$ cat config.mk
export PLATFORM = sky130hd
export DESIGN_NAME = lsr_router
export DESIGN_NICKNAME = d
export VERILOG_FILES = /design/src/rtl/lsr_pkg.sv /design/src/rtl/lsr_src_find.sv /design/src/rtl/lsr_first_free.sv /design/src/rtl/lsr_router.sv
export SDC_FILE = /design/constraint.sdc
export NUM_CORES = 1
export LEC_CHECK = 0
export ABC_AREA = 1
export BUFFER_PORTS_ARGS = -buffer_cell sky130_fd_sc_hd__buf_2
export CAP_MARGIN = 20
export CORE_ASPECT_RATIO = 1.4
export CORE_MARGIN = 4
export CORE_UTILIZATION = 40
export CTS_CLUSTER_SIZE = 30
export DETAILED_ROUTE_END_ITERATION = 6
export GPL_TIMING_DRIVEN = 0
export PLACE_DENSITY_LB_ADDON = 0.1
export SETUP_SLACK_MARGIN = 0.2
export SLEW_MARGIN = 20
export SYNTH_ARGS = -nofsm -noshare
export SYNTH_HDL_FRONTEND = slang
export SYNTH_HIERARCHICAL = 1
export SYNTH_SLANG_ARGS = --single-unit
$ cat constraint.sdc
create_clock -name clk -period 7.8 [get_ports clk]
set_clock_uncertainty 0.05 [all_clocks]
set_input_delay 1.56 -clock clk [delete_from_list [all_inputs] [get_ports clk]]
set_output_delay 1.56 -clock clk [all_outputs]
set_load 0.02 [all_outputs]
$ cat src/rtl/lsr_pkg.sv
package lsr_pkg;
    typedef enum logic [1:0] {
        PH_IDLE = 2'd0,
        PH_RUN  = 2'd1,
        PH_DONE = 2'd2
    } phase_e;
endpackage

$ cat src/rtl/lsr_src_find.sv
// Finds the local input index inside one block whose local destination equals want.
module lsr_src_find #(
    parameter  int LOG_N = 3,
    localparam int N     = 1 << LOG_N
) (
    input  logic [N-1:0][LOG_N-1:0] tbl,
    input  logic [LOG_N-1:0]        base,
    input  logic [LOG_N-1:0]        mask,
    input  logic [LOG_N-1:0]        want,
    output logic [LOG_N-1:0]        pos
);
    always_comb begin
        pos = '0;
        for (int i = 0; i < N; i++) begin
            if (((LOG_N'(i) & ~mask) == base) && ((tbl[i] & mask) == want)) begin
                pos = LOG_N'(i) & mask;
            end
        end
    end
endmodule

$ cat src/rtl/lsr_first_free.sv
// Lowest-numbered pair whose taken flag is clear.
module lsr_first_free #(
    parameter int P  = 4,
    parameter int PW = 2
) (
    input  logic [P-1:0]  taken,
    output logic [PW-1:0] idx,
    output logic          found
);
    always_comb begin
        idx   = '0;
        found = 1'b0;
        for (int p = P - 1; p >= 0; p--) begin
            if (!taken[p]) begin
                idx   = PW'(p);
                found = 1'b1;
            end
        end
    end
endmodule

$ cat src/rtl/lsr_router.sv
module lsr_router #(
    parameter  int LOG_N = 3,
    localparam int N     = 1 << LOG_N,
    localparam int W     = LOG_N * N - N + 1
) (
    input  logic                 clk,
    input  logic                 rst_n,
    input  logic                 start,
    input  logic [N*LOG_N-1:0]   dest,
    output logic                 done,
    output logic [W-1:0]         ctrl
);
    localparam int HALF = N / 2;
    localparam int PW   = (HALF > 1) ? $clog2(HALF) : 1;
    localparam int CW   = $clog2(W);

    typedef struct packed {
        lsr_pkg::phase_e          ph;
        logic [LOG_N-1:0]         stg;
        logic [LOG_N-1:0]         blk;
        logic [N-1:0][LOG_N-1:0]  cur;
        logic [N-1:0][LOG_N-1:0]  nxt;
        logic [HALF-1:0]          routed;
        logic [LOG_N-1:0]         o;
        logic [W-1:0]             ctrl;
    } state_t;

    state_t r_q, r_d;

    logic [LOG_N-1:0] mask, base, pos_o, pos_n, dval, want_n;
    logic [HALF-1:0]  routed_nx, taken;
    logic [PW-1:0]    free_idx;
    logic             free_ok;

    always_comb begin
        mask   = LOG_N'((N >> r_q.stg) - 1);
        base   = LOG_N'(int'(r_q.blk) * (N >> r_q.stg));
        dval   = r_q.cur[base | (pos_o ^ LOG_N'(1))] & mask;
        want_n = dval ^ LOG_N'(1);
    end

    lsr_src_find #(.LOG_N(LOG_N)) i_find_cur (
        .tbl(r_q.cur), .base(base), .mask(mask), .want(r_q.o), .pos(pos_o)
    );

    lsr_src_find #(.LOG_N(LOG_N)) i_find_next (
        .tbl(r_q.cur), .base(base), .mask(mask), .want(want_n), .pos(pos_n)
    );

    always_comb begin
        routed_nx = r_q.routed;
        routed_nx[PW'(pos_o >> 1)] = 1'b1;
        for (int p = 0; p < HALF; p++) begin
            taken[p] = routed_nx[p] || (p >= ((N >> r_q.stg) / 2));
        end
    end

    lsr_first_free #(.P(HALF), .PW(PW)) i_free (
        .taken(taken), .idx(free_idx), .found(free_ok)
    );

    always_comb begin
        int m, h, off, k, mm;
        r_d = r_q;
        m   = N >> r_q.stg;
        h   = m / 2;
        off = int'(r_q.stg) * N - ((1 << r_q.stg) - 1);
        k   = int'(pos_o) >> 1;
        mm  = int'(dval) >> 1;
        case (r_q.ph)
            lsr_pkg::PH_RUN: begin
                // one chain step: input switch, two sub-table entries, output switch
                r_d.ctrl[CW'(off + int'(r_q.blk) * h + k)] = pos_o[0];
                r_d.nxt[LOG_N'(int'(base) + k)]     = r_q.o >> 1;
                r_d.nxt[LOG_N'(int'(base) + h + k)] = dval >> 1;
                if (mm != 0) begin
                    r_d.ctrl[CW'(off + HALF + int'(r_q.blk) * (h - 1) + mm - 1)] = ~dval[0];
                end
                r_d.routed = routed_nx;
                if (!routed_nx[PW'(pos_n >> 1)]) begin
                    r_d.o = want_n;
                end else if (free_ok) begin
                    r_d.o = r_q.cur[LOG_N'(int'(base) + 2 * int'(free_idx))] & mask;
                end else begin
                    r_d.routed = '0;
                    r_d.o      = '0;
                    if (int'(r_q.blk) == (1 << r_q.stg) - 1) begin
                        r_d.blk = '0;
                        r_d.cur = r_d.nxt;
                        if (int'(r_q.stg) == LOG_N - 1) begin
                            r_d.ph = lsr_pkg::PH_DONE;
                        end else begin
                            r_d.stg = r_q.stg + LOG_N'(1);
                        end
                    end else begin
                        r_d.blk = r_q.blk + LOG_N'(1);
                    end
                end
            end
            default: begin
                if (start) begin
                    r_d.ph     = lsr_pkg::PH_RUN;
                    r_d.stg    = '0;
                    r_d.blk    = '0;
                    r_d.routed = '0;
                    r_d.o      = '0;
                    r_d.ctrl   = '0;
                    for (int i = 0; i < N; i++) begin
                        r_d.cur[i] = dest[i*LOG_N +: LOG_N];
                    end
                end
            end
        endcase
    end

    always_ff @(posedge clk or negedge rst_n) begin
        if (!rst_n) begin
            r_q <= '0;
        end else begin
            r_q <= r_d;
        end
    end

    assign done = (r_q.ph == lsr_pkg::PH_DONE);
    assign ctrl = r_q.ctrl;
endmodule

; ---- Yosys cells after proc, flatten, opt, wreduce, memory -nomap -nowiden
; Index checks and enable logic that the tools add are counted.
[classes]
multipliers = 3
n_eq_ne = 30
n_shift = 2
n_lt_le_gt_ge = 17
n_reduce_logical = 29
n_mux = 59
bitwise_logic = 15
add_sub_neg = 17
[ops]
columns = cell, count
row1 = $mux W32, 4
row2 = $mux W24, 3
row3 = $ge A3 B32 Y1 const A, 2
row4 = $mul A4 B32 Y5, 2
row5 = $sub A32 B2 Y32 const B, 2
row6 = $mux W3, 21
row7 = $eq A3 B3 Y1, 18
row8 = $bwmux W24, 2
row9 = $bwmux W17, 2
row10 = $add A32 B1 Y32, 1
row11 = $eq A4 B32 Y1, 1
row12 = $ge A1 B32 Y1 const A, 1
row13 = $ge A2 B32 Y1 const A, 1
row14 = $mul A4 B32 Y3, 1
row15 = $reduce_bool A32 Y1, 1
row16 = $shl A1 B3 Y32 const A, 1
row17 = $shr A4 B3 Y32 const A, 1
row18 = $and A3 B3 Y3, 9
row19 = $logic_and A1 B1 Y1, 19
row20 = $bmux W3 S3, 2
row21 = $demux W3 S3, 2
row22 = $mux W17, 1
row23 = $lt A3 B5 Y1 const B, 3
row24 = $lt A5 B7 Y1 const B, 2
row25 = other kinds (37), 70
[word_totals]
regBits = 80
inputBits = 27
elab_cells = 194
output_inout_bits = 18

; ---- Logic depth before layout (Yosys ltp)
[depth]
word_depth = 31
ltp_mapped = 53
mapped_depth_nobuf = 51

; ---- Hierarchy
; Netlist, hierarchy kept.
[modules_own_cells]
columns = module, n_inst, seq_area_each_um2, area_per_inst_um2, cells_each
row1 = lsr_router, 1, 2001.9, 6757.7, 961
row2 = lsr_src_find at i_find_cur, 1, 0.0, 603.1, 103
row3 = lsr_src_find at i_find_next, 1, 0.0, 565.5, 103
row4 = lsr_first_free, 1, 0.0, 36.3, 9

; ---- Least setup slack after synthesis
; OpenSTA, ideal clock, no wires.
[synth_timing]
kind = register -> register
startpoint = reg r_q[75] in the netlist's numbering
endpoint = reg r_q, in the netlist ctrl[4]
period_less_slack_ns = 6.191
path_slack_ns = 1.609
required_time_ns = 7.632
path_stages_with_launch = 43
setup_time_ns = 0.118
path_buffers = 0
t_arrival_ns = 6.023
path_cell_list = dfrtp_1 > inv_1 > ha_1 > nand2_2 > nor2_1 > ha_1 > inv_1 > nand4_1 > nand2_1 > inv_1 > nand2_2 > nand2_4 > inv_2 > xnor2_2 > nor2_1 > nand4_1 > a31oi_1 > nor2_2 > (+7 left out) > xor2_1 > ha_1 > a21o_1 > ha_1 > nand2_1 > nand2_1 > a21oi_1 > nor2_1 > nor2_1 > inv_1 > nand2_1 > nand3_1 > nor2_1 > inv_1 > nor2_1 > nand2_1 > nand3_1 > nand2_1
[synth_via]
elab_cells_between_ends = 74
cone_classes = add/sub (11) / mul (3) / order compare (4) / eq/ne (14) / shift (2) / mux (17) / bitwise (13) / reduce/logical (10)
[synth_lines]
columns = item, line
row1 = from (decl), lsr_router.sv:28  ; state_t r_q, r_d;
row2 = from (signal assigned), lsr_router.sv:120  ; r_q <= r_d;
row3 = $shr A4 B3 Y32 *, lsr_router.sv:37  ; base = LOG_N'(int'(r_q.blk) * (N >> r_q.stg));
row4 = $mul A4 B32 Y3 *, lsr_router.sv:37
row5 = net base[2], lsr_router.sv:30  ; logic [LOG_N-1:0] mask, base, pos_o, pos_n, dval, want_n;
row6 = $eq A2 B3 Y1, lsr_src_find.sv:15  ; if (((LOG_N'(i) & ~mask) == base) && ((tbl[i] & mask) == want)) begin
row7 = $logic_and A1 B1 Y1, lsr_src_find.sv:15
row8 = $mux W3 (5 in series), lsr_src_find.sv:15
row9 = $mux W3 *, lsr_src_find.sv:15
row10 = net pos_o[1], lsr_router.sv:30
row11 = (+4 left out), n/a
row12 = net dval[2], lsr_router.sv:30
row13 = (+1 left out), n/a
row14 = $sub A5 B2 Y5, lsr_router.sv:77  ; r_d.ctrl[CW'(off + HALF + int'(r_q.blk) * (h - 1) + mm - 1)] = ~dval[0];
row15 = $lt A5 B7 Y1 (implied by the code) / $ge A5 B1 Y1 (equally long branches), lsr_router.sv:77
row16 = $logic_and A1 B1 Y1 (implied by the code), lsr_router.sv:77
row17 = $mux W1 (implied by the code), lsr_router.sv:77
row18 = $demux W1 S5, lsr_router.sv:77
row19 = $bwmux W17, lsr_router.sv:77
row20 = $mux W17 *, lsr_router.sv:76  ; if (mm != 0) begin
row21 = $mux W24 *, lsr_router.sv:70  ; case (r_q.ph)
; The timed path passes the listed nets; every way through them passes the cells marked *. The select of a mux whose other input is x is not followed.
; A chain may end at the register's enable or synchronous reset.

; ---- Worst setup path after layout
[layout_timing]
startpoint = reg r_q[75] in the netlist's numbering
endpoint = reg r_q, in the netlist ctrl[1]
[layout_via]
elab_cells_between_ends = 74
cone_classes = add/sub (11) / mul (3) / order compare (4) / eq/ne (14) / shift (2) / mux (17) / bitwise (13) / reduce/logical (10)
[layout_lines]
columns = item, line
row1 = $shr A4 B3 Y32 *, "lsr_router.sv:37, lsr_router.sv:65"
row2 = $sub A3 B2 Y3 *, lsr_router.sv:36  ; mask = LOG_N'((N >> r_q.stg) - 1);
row3 = net mask[0], lsr_router.sv:30
row4 = $and A3 B3 Y3, lsr_src_find.sv:15
row5 = $eq A3 B3 Y1, lsr_src_find.sv:15
row6 = $logic_and A1 B1 Y1, lsr_src_find.sv:15
row7 = $mux W3 (5 in series), lsr_src_find.sv:15
row8 = $mux W3 *, lsr_src_find.sv:15
row9 = net pos_o[1], lsr_router.sv:30
row10 = (+4 left out), n/a
row11 = net dval[1], lsr_router.sv:30
row12 = (+1 left out), n/a
row13 = $sub A5 B2 Y5, lsr_router.sv:77
row14 = $lt A5 B7 Y1 (implied by the code) / $ge A5 B1 Y1 (equally long branches), lsr_router.sv:77
row15 = $logic_and A1 B1 Y1 (implied by the code), lsr_router.sv:77
row16 = $mux W1 (implied by the code), lsr_router.sv:77
row17 = $demux W1 S5, lsr_router.sv:77
row18 = $bwmux W17, lsr_router.sv:77
row19 = $mux W17 *, lsr_router.sv:76
row20 = $mux W24 *, lsr_router.sv:70
; Marked as above.

==> metrics <==
clock latency on the worst-skew pair=around 350 ps; core area=roughly 19000 um2; first-pass GRT wire length=approximately 38 mm; largest net degree at the start of global routing=between 40 and 50; Hold Path Depth=1; Critical Path RT=~8000 ps; status=complete, no violations; DIE AREA=between 20000 and 25000 um2; Global Route Usage Sum=0.2188; Nets=roughly 1.3k; Post-Syn Instances=~1.2k; Final Slew Violations=0; worst reg-to-reg path cell count=39; first-iteration detailed-routing DRC count=446; starting density of the core=0.4078; layout cells sized above 1=0.1534; mapped cell area=~8000 um2; PortBufs=between 40 and 50; CTS Buf Count=9; 1st-pass router iterations=5; clock sinks=80; Arr. time, crit path=7210 ps; Via Count=between 7k and 8k; initial antenna violation count=0; Worst-Margin Slew=724.1 ps; Die Span X=about 130 um; H-tree level count=3; number of global-route vias before repair=7262; Post-DP Area=8438 um2; slowest cell delay on critical path=480 ps; final setup fails=0; clk slew on worst S/H paths=60 ps; DP HPWL=18.12 mm; crit-path max FO=10; total wire length=23.36 mm; Area Growth Syn to Fin=12.66%; slowest cell on the critical path=dfrtp_2; Rows=60; RSZ-0062 raised after global routing=no; Hold Path End=r_q[36]; vias per cell=between 5 and 6; WL/cell=15.92 um; final critical-path share of the clock period=0.8990; # fillers=slightly above 2k; GR Util met2=0.4103; Fmax=between 100 and 150 MHz; reg2reg setup slack=roughly 800 ps; met3 usage=0.03013; HP Class=flip-flop to flip-flop; fin crit period=7012 ps; antenna viol nets, final=0; headroom to the max-slew limit=0.5138; Die Height=173.9 um; # Max-Cap Violations=0; final hold vios=0; largest buffer count on any clock path=2; element type at the critical path end=flip-flop; Setup Crit Path Kind=flip-flop to flip-flop; hold_sp=r_q[36]; Routability Congestion=0.9020; Critical R2R Launch=r_q[75]; syn nets=roughly 1.2k; grt ovf=0; gr busiest metal=met2; # DRC=0; synthesized area per cell=approximately 6.8 um2; Post-CTS Hold Buffers=0; diode count=0; synth warn=6; CTS tree=yes; Root Buffer=clkbuf_16; most frequent CP cell=nand2_1; design area=about 8900 um2; Top-Level Pins=45; Startpoint Class=flip-flop; Crit Reg-Reg Endpoint=ctrl[1]; routing usage on met1=0.2534
worst max-delay path, delay by kind of cell, from the launching register on:
family | cells | cell delay, ps
DFF | 1 | 480
adders and majority gates | 6 | 1510
AOI/OAI and AO/OA | 3 | 850
and+or+nand+nor | 19 | 2300
buffers and inverters | 8 | 1060
xor gates and xnor gates | 3 | 640
layer usage:
| layer | vias up | share of wire |
|---|---|---|
| li1 | 3812 | - |
| met1 | 3426 | 0.41 |
| met2 | 140 | 0.53 |
| met3 | 40 | 0.031 |
| met4 | 0 | 0.027 |
| met5 | - | 0 |
timing repair:
item                                    in CTS  in global routing
pin swaps                                    0                  2
endpoints found under the setup margin      16                 46
setup buffers                                0                  2
cloned                                       0                  0
resized for setup                            5                 24
final cells by class:
| cell class | count | area (um2) | area share |
|---|---|---|---|
| clock buffer | 12 | 246.5 | 0.02781 |
| tap | 248 | 310.3 | 0.03501 |
| clock inverter | 3 | 42.54 | 0.004800 |
| inverter | 151 | 581.8 | 0.06564 |
| buffer | 66 | 432.9 | 0.04884 |
| timing repair buffer | 47 | 269.0 | 0.03035 |
| multi-input combinational | 860 | 4976 | 0.5614 |
| sequential | 80 | 2004 | 0.2261 |
how the worst max path moves through the flow:
| stage | startpoint | to | slack (ps) | depth (start not counted) |
|---|---|---|---|---|
| after floorplan | r_q[75] | ctrl[4] | 1610 | 42 |
| after global placement | r_q[75] | ctrl[1] | -220 | 36 |
| after detailed placement | r_q[75] | ctrl[0] | 110 | 36 |
| after CTS | r_q[75] | ctrl[4] | 210 | 45 |
| after global routing | r_q[75] | ctrl[1] | 210 | 45 |
| final | r_q[75] | ctrl[1] | 790 | 39 |
cell usage in the layout, fill, tap and decap left out, types with 22 or more instances in the layout:
cell type	n
inv_1	129
o21ai_0	25
a31oi_1	22
a21oi_1	57
nand2_1	322
nand3_1	72
nand4_1	43
buf_4	27
buf_2	48
xor2_1	35
dfrtp_1	78
ha_1	44
clkbuf_1	25
nor2_1	119
state kept, by name (all words and copies together), names as in the netlist:
signal and cells:
ctrl 17, r_q 63
stage by stage:
step	setup TNS, ps	hold slack, ps	std cells	utilization	worst slack, ps
2_1_floorplan	0	379.4	1157	-	1615
3_3_place_gp	-2623	389.6	1449	0.4353	-222.3
3_5_place_dp	0	397.8	1450	0.4374	113.8
4_1_cts	0	411.9	1465	0.4533	210.2
5_1_grt	0	428.6	1467	0.4594	208.5
6_report	0	405.1	1467	0.4594	787.7
Power is not shown: default switching activity piles up to over one toggle a cycle in this logic, so the estimate is an artifact.
